==> config.mk <==
export PLATFORM = sky130hd
export DESIGN_NAME = pfd_lock_top
export DESIGN_NICKNAME = d
export VERILOG_FILES = /design/src/rtl/pfd_pkg.sv /design/src/rtl/pfd_edge_detect.sv /design/src/rtl/pfd_core.sv /design/src/rtl/pfd_lock_filter.sv /design/src/rtl/pfd_lock_top.sv
export SDC_FILE = /design/constraint.sdc
export NUM_CORES = 1
export LEC_CHECK = 0
export ABC_AREA = 1
export CAP_MARGIN = 30
export CORE_UTILIZATION = 35
export DETAILED_ROUTE_END_ITERATION = 8
export MAX_ROUTING_LAYER = met4
export PLACE_DENSITY = 0.63
export SLEW_MARGIN = 20
export SYNTH_ARGS = -nofsm -noshare
export SYNTH_HDL_FRONTEND = slang
export SYNTH_SLANG_ARGS = --single-unit
==> constraint.sdc <==
create_clock -name clk -period 1.8 [get_ports clk]
set_input_delay 0.36 -clock clk [delete_from_list [all_inputs] [get_ports clk]]
set_output_delay 0.36 -clock clk [all_outputs]
set_load 0.02 [all_outputs]
==> src/rtl/pfd_pkg.sv <==
// Shared types for the phase-frequency detector.
// Assumes nothing beyond a 1-bit mode select.
package pfd_pkg;

    // Output routing choice
    typedef enum logic {
        MODE_PINS = 1'b0,
        MODE_PUMP = 1'b1
    } pfd_mode_e;

    // Pair of detector state flags (1 = correction requested)
    typedef struct packed {
        logic up;
        logic dn;
    } pfd_flags_t;

endpackage

==> src/rtl/pfd_edge_detect.sv <==
// Rising-edge detector for a slow input in the clk domain.
// Produces a one-cycle strobe one cycle after the input rises.
// Assumes: the input is synchronous to clk and low during reset.
module pfd_edge_detect #(
    parameter int STAGES = 2
) (
    input  logic clk,
    input  logic rst_n,
    input  logic sig_i,
    output logic rise_o
);
    localparam int LAST = STAGES - 1;

    logic [LAST:0] pipe_q;

    // Shift the input through the sampling pipeline
    always_ff @(posedge clk) begin
        if (!rst_n) begin
            pipe_q <= '0;
        end else begin
            pipe_q <= {pipe_q[LAST-1:0], sig_i};
        end
    end

    // Strobe when the newer sample is high and the older one is low
    assign rise_o = pipe_q[LAST-1] & ~pipe_q[LAST];

endmodule

==> src/rtl/pfd_core.sv <==
// Edge-armed state flags with a shared, delayed reset.
// A reference strobe arms the up flag and an oscillator strobe arms the dn flag.
// Once both are armed, a counter waits RST_DLY cycles and then clears both.
// Strobes that arrive in the clearing cycle re-arm their flag.
// Assumes: strobes are single-cycle.
module pfd_core
    import pfd_pkg::*;
#(
    parameter int RST_DLY = 2
) (
    input  logic       clk,
    input  logic       rst_n,
    input  logic       rise_ref_i,
    input  logic       rise_vco_i,
    output pfd_flags_t flags_o
);
    localparam int DLY_W = $clog2(RST_DLY + 1);
    localparam logic [DLY_W-1:0] DLY_LAST = DLY_W'(RST_DLY - 1);

    pfd_flags_t       flags_q;
    logic [DLY_W-1:0] dly_cnt;
    logic             both_set;

    assign both_set = flags_q.up & flags_q.dn;

    // Arm flags on edges and clear both after the reset delay
    always_ff @(posedge clk) begin
        if (!rst_n) begin
            flags_q <= '0;
            dly_cnt <= '0;
        end else if (both_set) begin
            if (dly_cnt == DLY_LAST) begin
                flags_q.up <= rise_ref_i;
                flags_q.dn <= rise_vco_i;
                dly_cnt    <= '0;
            end else begin
                dly_cnt <= dly_cnt + 1'b1;
            end
        end else begin
            flags_q.up <= flags_q.up | rise_ref_i;
            flags_q.dn <= flags_q.dn | rise_vco_i;
            dly_cnt    <= '0;
        end
    end

    assign flags_o = flags_q;

    AST_UP_ON_REF: assert property (@(posedge clk) disable iff (!rst_n)
        (rise_ref_i && !both_set) |=> flags_q.up);
    AST_DN_ON_VCO: assert property (@(posedge clk) disable iff (!rst_n)
        (rise_vco_i && !both_set) |=> flags_q.dn);
    AST_BOTH_CLEAR: assert property (@(posedge clk) disable iff (!rst_n)
        (both_set && dly_cnt == DLY_LAST && !rise_ref_i && !rise_vco_i)
        |=> (!flags_q.up && !flags_q.dn));

endmodule

==> src/rtl/pfd_lock_filter.sv <==
// Digital lock filter.
// Measures the active width of each pulse burst, counts consecutive bursts
// that stay within the window, and raises the lock flag at LOCK_CYCLES.
// Lock drops in the cycle after a burst grows past the window.
// Assumes: lock_win_i is stable while bursts are being measured.
module pfd_lock_filter #(
    parameter int WIN_W       = 8,
    parameter int LOCK_CYCLES = 4
) (
    input  logic             clk,
    input  logic             rst_n,
    input  logic             active_i,
    input  logic [WIN_W-1:0] win_i,
    output logic             lock_o
);
    localparam int GOOD_W = $clog2(LOCK_CYCLES + 1);
    localparam logic [GOOD_W-1:0] GOOD_MAX  = GOOD_W'(LOCK_CYCLES);
    localparam logic [GOOD_W-1:0] GOOD_LAST = GOOD_W'(LOCK_CYCLES - 1);

    logic              act_q;
    logic              over_q;
    logic              lock_q;
    logic [WIN_W-1:0]  width_cnt;
    logic [GOOD_W-1:0] good_cnt;
    logic              exceed;
    logic              burst_end;

    assign exceed    = active_i && (width_cnt >= win_i);
    assign burst_end = act_q && !active_i;

    // Measure the current burst width (saturating)
    always_ff @(posedge clk) begin
        if (!rst_n) begin
            width_cnt <= '0;
            act_q     <= 1'b0;
        end else begin
            act_q <= active_i;
            if (!active_i) begin
                width_cnt <= '0;
            end else if (width_cnt != '1) begin
                width_cnt <= width_cnt + 1'b1;
            end
        end
    end

    // Count good bursts and drive the lock flag
    always_ff @(posedge clk) begin
        if (!rst_n) begin
            over_q   <= 1'b0;
            good_cnt <= '0;
            lock_q   <= 1'b0;
        end else if (exceed) begin
            over_q   <= 1'b1;
            good_cnt <= '0;
            lock_q   <= 1'b0;
        end else if (burst_end) begin
            over_q <= 1'b0;
            if (!over_q) begin
                if (good_cnt < GOOD_MAX) begin
                    good_cnt <= good_cnt + 1'b1;
                end
                lock_q <= (good_cnt >= GOOD_LAST);
            end
        end
    end

    assign lock_o = lock_q;

    AST_LOCK_AFTER_IDLE: assert property (@(posedge clk) disable iff (!rst_n)
        $rose(lock_q) |-> $past(!active_i));
    AST_LOCK_HAS_HISTORY: assert property (@(posedge clk) disable iff (!rst_n)
        lock_q |-> (good_cnt != '0));
    AST_LOCK_DROP: assert property (@(posedge clk) disable iff (!rst_n)
        (active_i && width_cnt >= win_i) |=> !lock_o);

endmodule

==> src/rtl/pfd_lock_top.sv <==
// Phase-frequency detector top level.
// Edge detection -> state flags with delayed reset -> mode routing and lock filter.
// Assumes: fp_i and fc_i are synchronous to clk, slow relative to it,
// and low while rst_n is asserted.
module pfd_lock_top
    import pfd_pkg::*;
#(
    parameter int RST_DLY     = 2,
    parameter int LOCK_CYCLES = 4,
    parameter int WIN_W       = 8,
    parameter int EDGE_STAGES = 2
) (
    input  logic             clk,
    input  logic             rst_n,
    input  logic             fp_i,
    input  logic             fc_i,
    input  logic             mode_i,
    input  logic [WIN_W-1:0] lock_win_i,
    output logic             up_n_o,
    output logic             dn_n_o,
    output logic             pump_up_o,
    output logic             pump_dn_o,
    output logic             lock_raw_o,
    output logic             lock_o
);
    localparam int N_IN = 2;

    logic [N_IN-1:0] raw_in;
    logic [N_IN-1:0] rise;
    pfd_flags_t      flags;
    pfd_mode_e       mode;
    logic            active;

    assign raw_in = {fc_i, fp_i};
    assign mode   = pfd_mode_e'(mode_i);

    // One edge detector per compared input
    for (genvar gi = 0; gi < N_IN; gi++) begin : g_edge
        pfd_edge_detect #(
            .STAGES (EDGE_STAGES)
        ) u_edge (
            .clk    (clk),
            .rst_n  (rst_n),
            .sig_i  (raw_in[gi]),
            .rise_o (rise[gi])
        );
    end

    pfd_core #(
        .RST_DLY (RST_DLY)
    ) u_core (
        .clk        (clk),
        .rst_n      (rst_n),
        .rise_ref_i (rise[1]),
        .rise_vco_i (rise[0]),
        .flags_o    (flags)
    );

    assign active = flags.up | flags.dn;

    // Route the pulses to the pins or to the pump enables
    always_comb begin
        if (mode == MODE_PUMP) begin
            up_n_o    = 1'b0;
            dn_n_o    = 1'b0;
            pump_up_o = flags.up;
            pump_dn_o = flags.dn;
        end else begin
            up_n_o    = ~flags.up;
            dn_n_o    = ~flags.dn;
            pump_up_o = 1'b0;
            pump_dn_o = 1'b0;
        end
    end

    assign lock_raw_o = ~active;

    pfd_lock_filter #(
        .WIN_W       (WIN_W),
        .LOCK_CYCLES (LOCK_CYCLES)
    ) u_lock (
        .clk      (clk),
        .rst_n    (rst_n),
        .active_i (active),
        .win_i    (lock_win_i),
        .lock_o   (lock_o)
    );

    AST_PUMP_PINS_LOW: assert property (@(posedge clk) disable iff (!rst_n)
        mode_i |-> (!up_n_o && !dn_n_o));
    AST_PINMODE_NO_PUMP: assert property (@(posedge clk) disable iff (!rst_n)
        !mode_i |-> (!pump_up_o && !pump_dn_o));
    AST_RAW_LOCK_IDLE: assert property (@(posedge clk) disable iff (!rst_n)
        !lock_raw_o |-> (pump_up_o || pump_dn_o || !up_n_o || !dn_n_o));

endmodule

Yosys cells after proc, flatten, opt, wreduce, memory -nomap -nowiden

Index checks and enable logic that the tools add are counted.

Input bits: 13
Memory bits (writable): 0
ROM bits: 0
Latch bits: 0
Memories kept: 0
Word-level logic and storage cells: 50
Output and inout port bits: 6
Register bits after elaboration: 22

Shift operators: 0
Reduce and logical (&&, ||, !) cells: 9
Add/subtract/negate cells: 3
Equal/unequal tests: 3
Bitwise operators: 14
Div/mod/pow operators: 0
Magnitude comparators: 3
$mul: 0
Multiplexer cells: 8

Operators by type and width:

| operator              | number |
|---|---|
| $add A8 B1 Y8 const B | 1 |
| $ge A8 B8 Y1          | 1 |
| $ne A8 B8 Y1 const B  | 1 |
| $not A1 Y1            | 8 |
| $mux W1               | 6 |
| $mux W2               | 2 |
| $reduce_and A2 Y1     | 2 |
| $add A3 B1 Y3 const B | 1 |
| $and A1 B1 Y1         | 3 |
| $ge A3 B2 Y1 const B  | 1 |
| $lt A3 B3 Y1 const B  | 1 |
| $or A1 B1 Y1          | 3 |
| $reduce_and A3 Y1     | 1 |
| $reduce_or A3 Y1      | 1 |
| $add A2 B1 Y2 const B | 1 |
| $eq A2 B1 Y1 const B  | 1 |
| $logic_and A1 B1 Y1   | 2 |
| $ne A2 B2 Y1 const B  | 1 |
| $reduce_bool A2 Y1    | 1 |
| $reduce_or A2 Y1      | 1 |
| $logic_not A1 Y1      | 1 |

Logic depth before layout (Yosys ltp)

Depth after elaboration: 5
Gate-level depth with buffers: 12

By module

From an unflattened synthesis, not the netlist that was laid out.

Cell total of the unflattened synthesis: 168
Area, all modules: 1209.9 µm²

Modules (own cells, without submodules):

| module          | sequential area each (µm²) | instances | cells each | area each (µm²) |
|---|---|---|---|---|
| pfd_lock_filter | 280.3                      | 1         | 122        | 888.4 |
| pfd_core        | 80.1                       | 1         | 20         | 153.9 |
| pfd_edge_detect | 40.0                       | 2         | 8          | 65.1 |
| pfd_lock_top    | 0.0                        | 1         | 10         | 37.5 |

Least setup slack after synthesis

OpenSTA, ideal clock, no wires.

Kind: input to register
Start: input port lock_win_i[3]
End: register u_lock.lock_q (netlist: u_lock.lock_o)
Library setup time: 117 ps
Path slack: 518 ps
Arrival time: 1165 ps
Stages: 11
Path through: inv_1 ha_1 nand2_1 nor2_1 nor2_1 nand2_1 nand2_1 nand2_1 nand2_1 nand2_1 nor2_1

Word-level cells in the longest chain between the ends: 3

Ends and longest elaborated chain:

| element                    | line                  | source |
|---|---|---|
| from (decl)                | pfd_lock_top.sv:18    | `input logic [WIN_W-1:0] lock_win_i,` |
| $ge A8 B8 Y1               | pfd_lock_filter.sv:28 | `assign exceed = active_i && (width_cnt >= win_i);` |
| $logic_and A1 B1 Y1        | pfd_lock_filter.sv:28 |  |
| $reduce_or A2 Y1 (no line) | --                    |  |
| to (signal assigned)       | pfd_lock_filter.sv:62 | `lock_q <= (good_cnt >= GOOD_LAST);` |
| to (decl)                  | pfd_lock_filter.sv:22 | `logic lock_q;` |

No other way between the ends.
A chain may end at the register's enable or synchronous reset.

Final worst setup path

Start: input port mode_i
End: output port pump_up_o

Word-level cells in the longest chain between the ends: 1

Ends and longest elaborated chain:

| element     | line               | source |
|---|---|---|
| from (decl) | pfd_lock_top.sv:17 | `input logic mode_i,` |
| $mux W1     | pfd_lock_top.sv:63 | `if (mode == MODE_PUMP) begin` |
| to (decl)   | pfd_lock_top.sv:21 | `output logic pump_up_o,` |

No other way between the ends.

==> results.sh <==
export IMPL_outcome="finished, final reports clean"
export IMPL_drive_gt1_share_pct=6.36
export IMPL_synth_top_family_by_area="simple AND/OR/NAND/NOR gates"
export IMPL_hold_path_class="reg2reg"
export IMPL_cts_sinks=22
export IMPL_hold_buffers=0
export IMPL_first_iter_violations=14
export IMPL_clk_pin_slew_worst_paths_ns=0.10
export IMPL_wl_per_cell_um=8.48
export IMPL_yosys_warnings=0
export IMPL_clockRootBuffer="clkbuf_4"
export IMPL_ios=19
export IMPL_final_min_clock_period_ns=1.69
export IMPL_synthMuxAreaShare_pct=0
export IMPL_worst_setup_path_end_kind="primary output"
export IMPL_cellPowerDensity_mw_per_mm2=656
export IMPL_std_cell_rows=20
export IMPL_clock_fmax_mhz=592
export IMPL_crit_type="in2out"
export IMPL_insertion_delay_ns=0.31
export IMPL_synth_area_per_cell_um2=7.49
export IMPL_drv_slew=0
export IMPL_async_flop_share_pct=0
export IMPL_die_h_um=58.8
export IMPL_netlist_area_mm2=0.00113
export IMPL_hpwl_um=1560
export IMPL_cts_buffers_inserted=3
export IMPL_max_slew_margin_pct=82.9
export IMPL_finalCritPeriodShare_pct=93.8
export IMPL_postRouteAntennaNets=0
export IMPL_ys_types=23
export IMPL_die_x_um=58.8
export IMPL_numPortBuffers=18
export IMPL_synth_compound_area_share_pct=8.74
export IMPL_cts_tree="yes"
export IMPL_final_common_cell="nand2_1"
export IMPL_leakagePower_nw=0.691
export IMPL_drcViolationCount=0
export IMPL_htree_levels=1
export IMPL_routabilityCongestion=0.767
export IMPL_final_cell_mix="nand2_1, inv_1, dfxtp_1, clkdlybuf4s50_1"
export IMPL_via_per_inst=4.41
export IMPL_track_usage_pct=13.0
export IMPL_dpl_worst_slack_ns=-0.176
export IMPL_nets=199
export IMPL_n_antenna_cell=0
export IMPL_p_total_mw=0.917
export IMPL_synth_ff_type="dfxtp_1"
export IMPL_r2r_start="u_lock.width_cnt[1]"
export IMPL_required_ns=1.44
export IMPL_postLayoutCoreUtil_pct=45.8
export IMPL_timing_clock_skew_ns=0.0113
export IMPL_worst_slack_ns=0.111
export IMPL_area_delta_synth_final_pct=23.7
export IMPL_grt_overflow=0
export IMPL_peakVddDrop_v=0.000379
export IMPL_worst_pin_slew_ns=0.255
export IMPL_hold_slack_ns=0.424
export IMPL_clockBufferDepth=2
export IMPL_grt_max_degree=13
export IMPL_ys_ff_latch=22
export IMPL_synthXorXnorAreaFrac_pct=2.32
export IMPL_vias=957
export IMPL_synth_edf_count=0
export IMPL_dr_pass1_iters=4
export IMPL_hold_violations=0
export IMPL_yosys_area_share_simple_pct=25.7
export IMPL_arrival_ns=1.33
export IMPL_synthAdderAreaFrac_pct=13.3
export IMPL_synthCells=151
export IMPL_grt_setup_unrepaired="false"
export IMPL_cp_max_fo=4
export IMPL_fillers=328
export IMPL_finalSetupViolations=0
export IMPL_startpoint_type="input port"
export IMPL_grt_pass1_vias=895
export IMPL_antenna_found_initial=0
export IMPL_routed_wl_um=1840
export IMPL_crit_start="mode_i"
export IMPL_die_area_mm2=0.00346
export IMPL_ys_seq_area_share_pct=38.9
export IMPL_cap_violations=0
export IMPL_core_mm2=0.00305
export IMPL_initial_core_util_pct=37.0
export IMPL_grt_pass1_wl_um=3340
export IMPL_syn_nets=176
export IMPL_worst_hold_startpoint="g_edge[1].u_edge.pipe_q[1]"
## synth_stat cells (2+ instances only)
master   count  area [um^2]
nor3_1       4         20.0
a21oi_1     10         50.1
nand2_1     33          124
dfxtp_1     22          440
inv_1       32          120
xnor2_1      3         26.3
nand3_1      5         25.0
nor2_4       2         22.5
o21ai_0      3         15.0
nor2_1      12         45.0
ha_1        12          150
nand4_1      2         12.5
## report_power, final
group | internal, mW | switching (mW)
clock | 0.123 | 0.139
combinational | 0.0658 | 0.0681
sequential | 0.504 | 0.0166
total | 0.693 | 0.224
## state kept, by name (all words and copies together) (netlist names)
register / cells
u_lock.over_q: 1
u_lock.good_cnt: 3
u_core.dly_cnt: 2
u_core.flags_o: 2
u_lock.width_cnt: 8
u_lock.lock_o: 1
g_edge.u_edge.pipe_q: 4
u_lock.act_q: 1
## critical path, cell delays in order
cell and delay, ns:
clkdlybuf4s50_1 0.52, nand2_1 0.07, inv_1 0.06, dlygate4sd2_1 0.33
## routing by layer
layer	up-vias	GRT usage, %	part of all wire, %
li1	516	-	-
met1	431	13.6	46
met2	8	23.5	50
met3	2	3.96	3.1
met4	0	3.06	0.76
met5	-	-	0
## metrics by stage
step                      TNS, ns  cells  instance area, um^2
after floorplan                 0    151                 1130
after detailed placement   -0.995    213                 1370
final                           0    217                 1400
after global placement     -0.686    213                 1370
after global routing            0    217                 1400
after CTS                       0    217                 1400
## cells by family after synthesis
kind of cell    count (synthesis)
buf+inv                        33
fa+ha+maj                      12
simple gates                   63
xor+xnor                        3
flops                          22
compound gates                 18
## cell type report
cell class,instances,area (um^2),share of cell area (%)
clock buffer,4,36.3,2.59
inverter,32,120,8.59
multi-input combinational,96,566,40.4
sequential,22,440,31.5
tap,44,55.1,3.94
timing repair buffer,19,181,13.0
## timing repair
action | 4_1_cts | 5_1_grt
resized for setup | 5 | 0
setup endpoints to repair | 5 | 0
buffers inserted | 0 | 0
## worst paths after layout
path / endpoint / slack (ns) / depth (start not counted)
min: u_core.flags_o[1] / 0.42 / 1
min reg2reg: u_core.flags_o[1] / 0.42 / 1
max: pump_up_o / 0.11 / 4
max reg2reg: u_lock.width_cnt[3] / 0.31 / 7
Power figures use the tool's default switching activity.
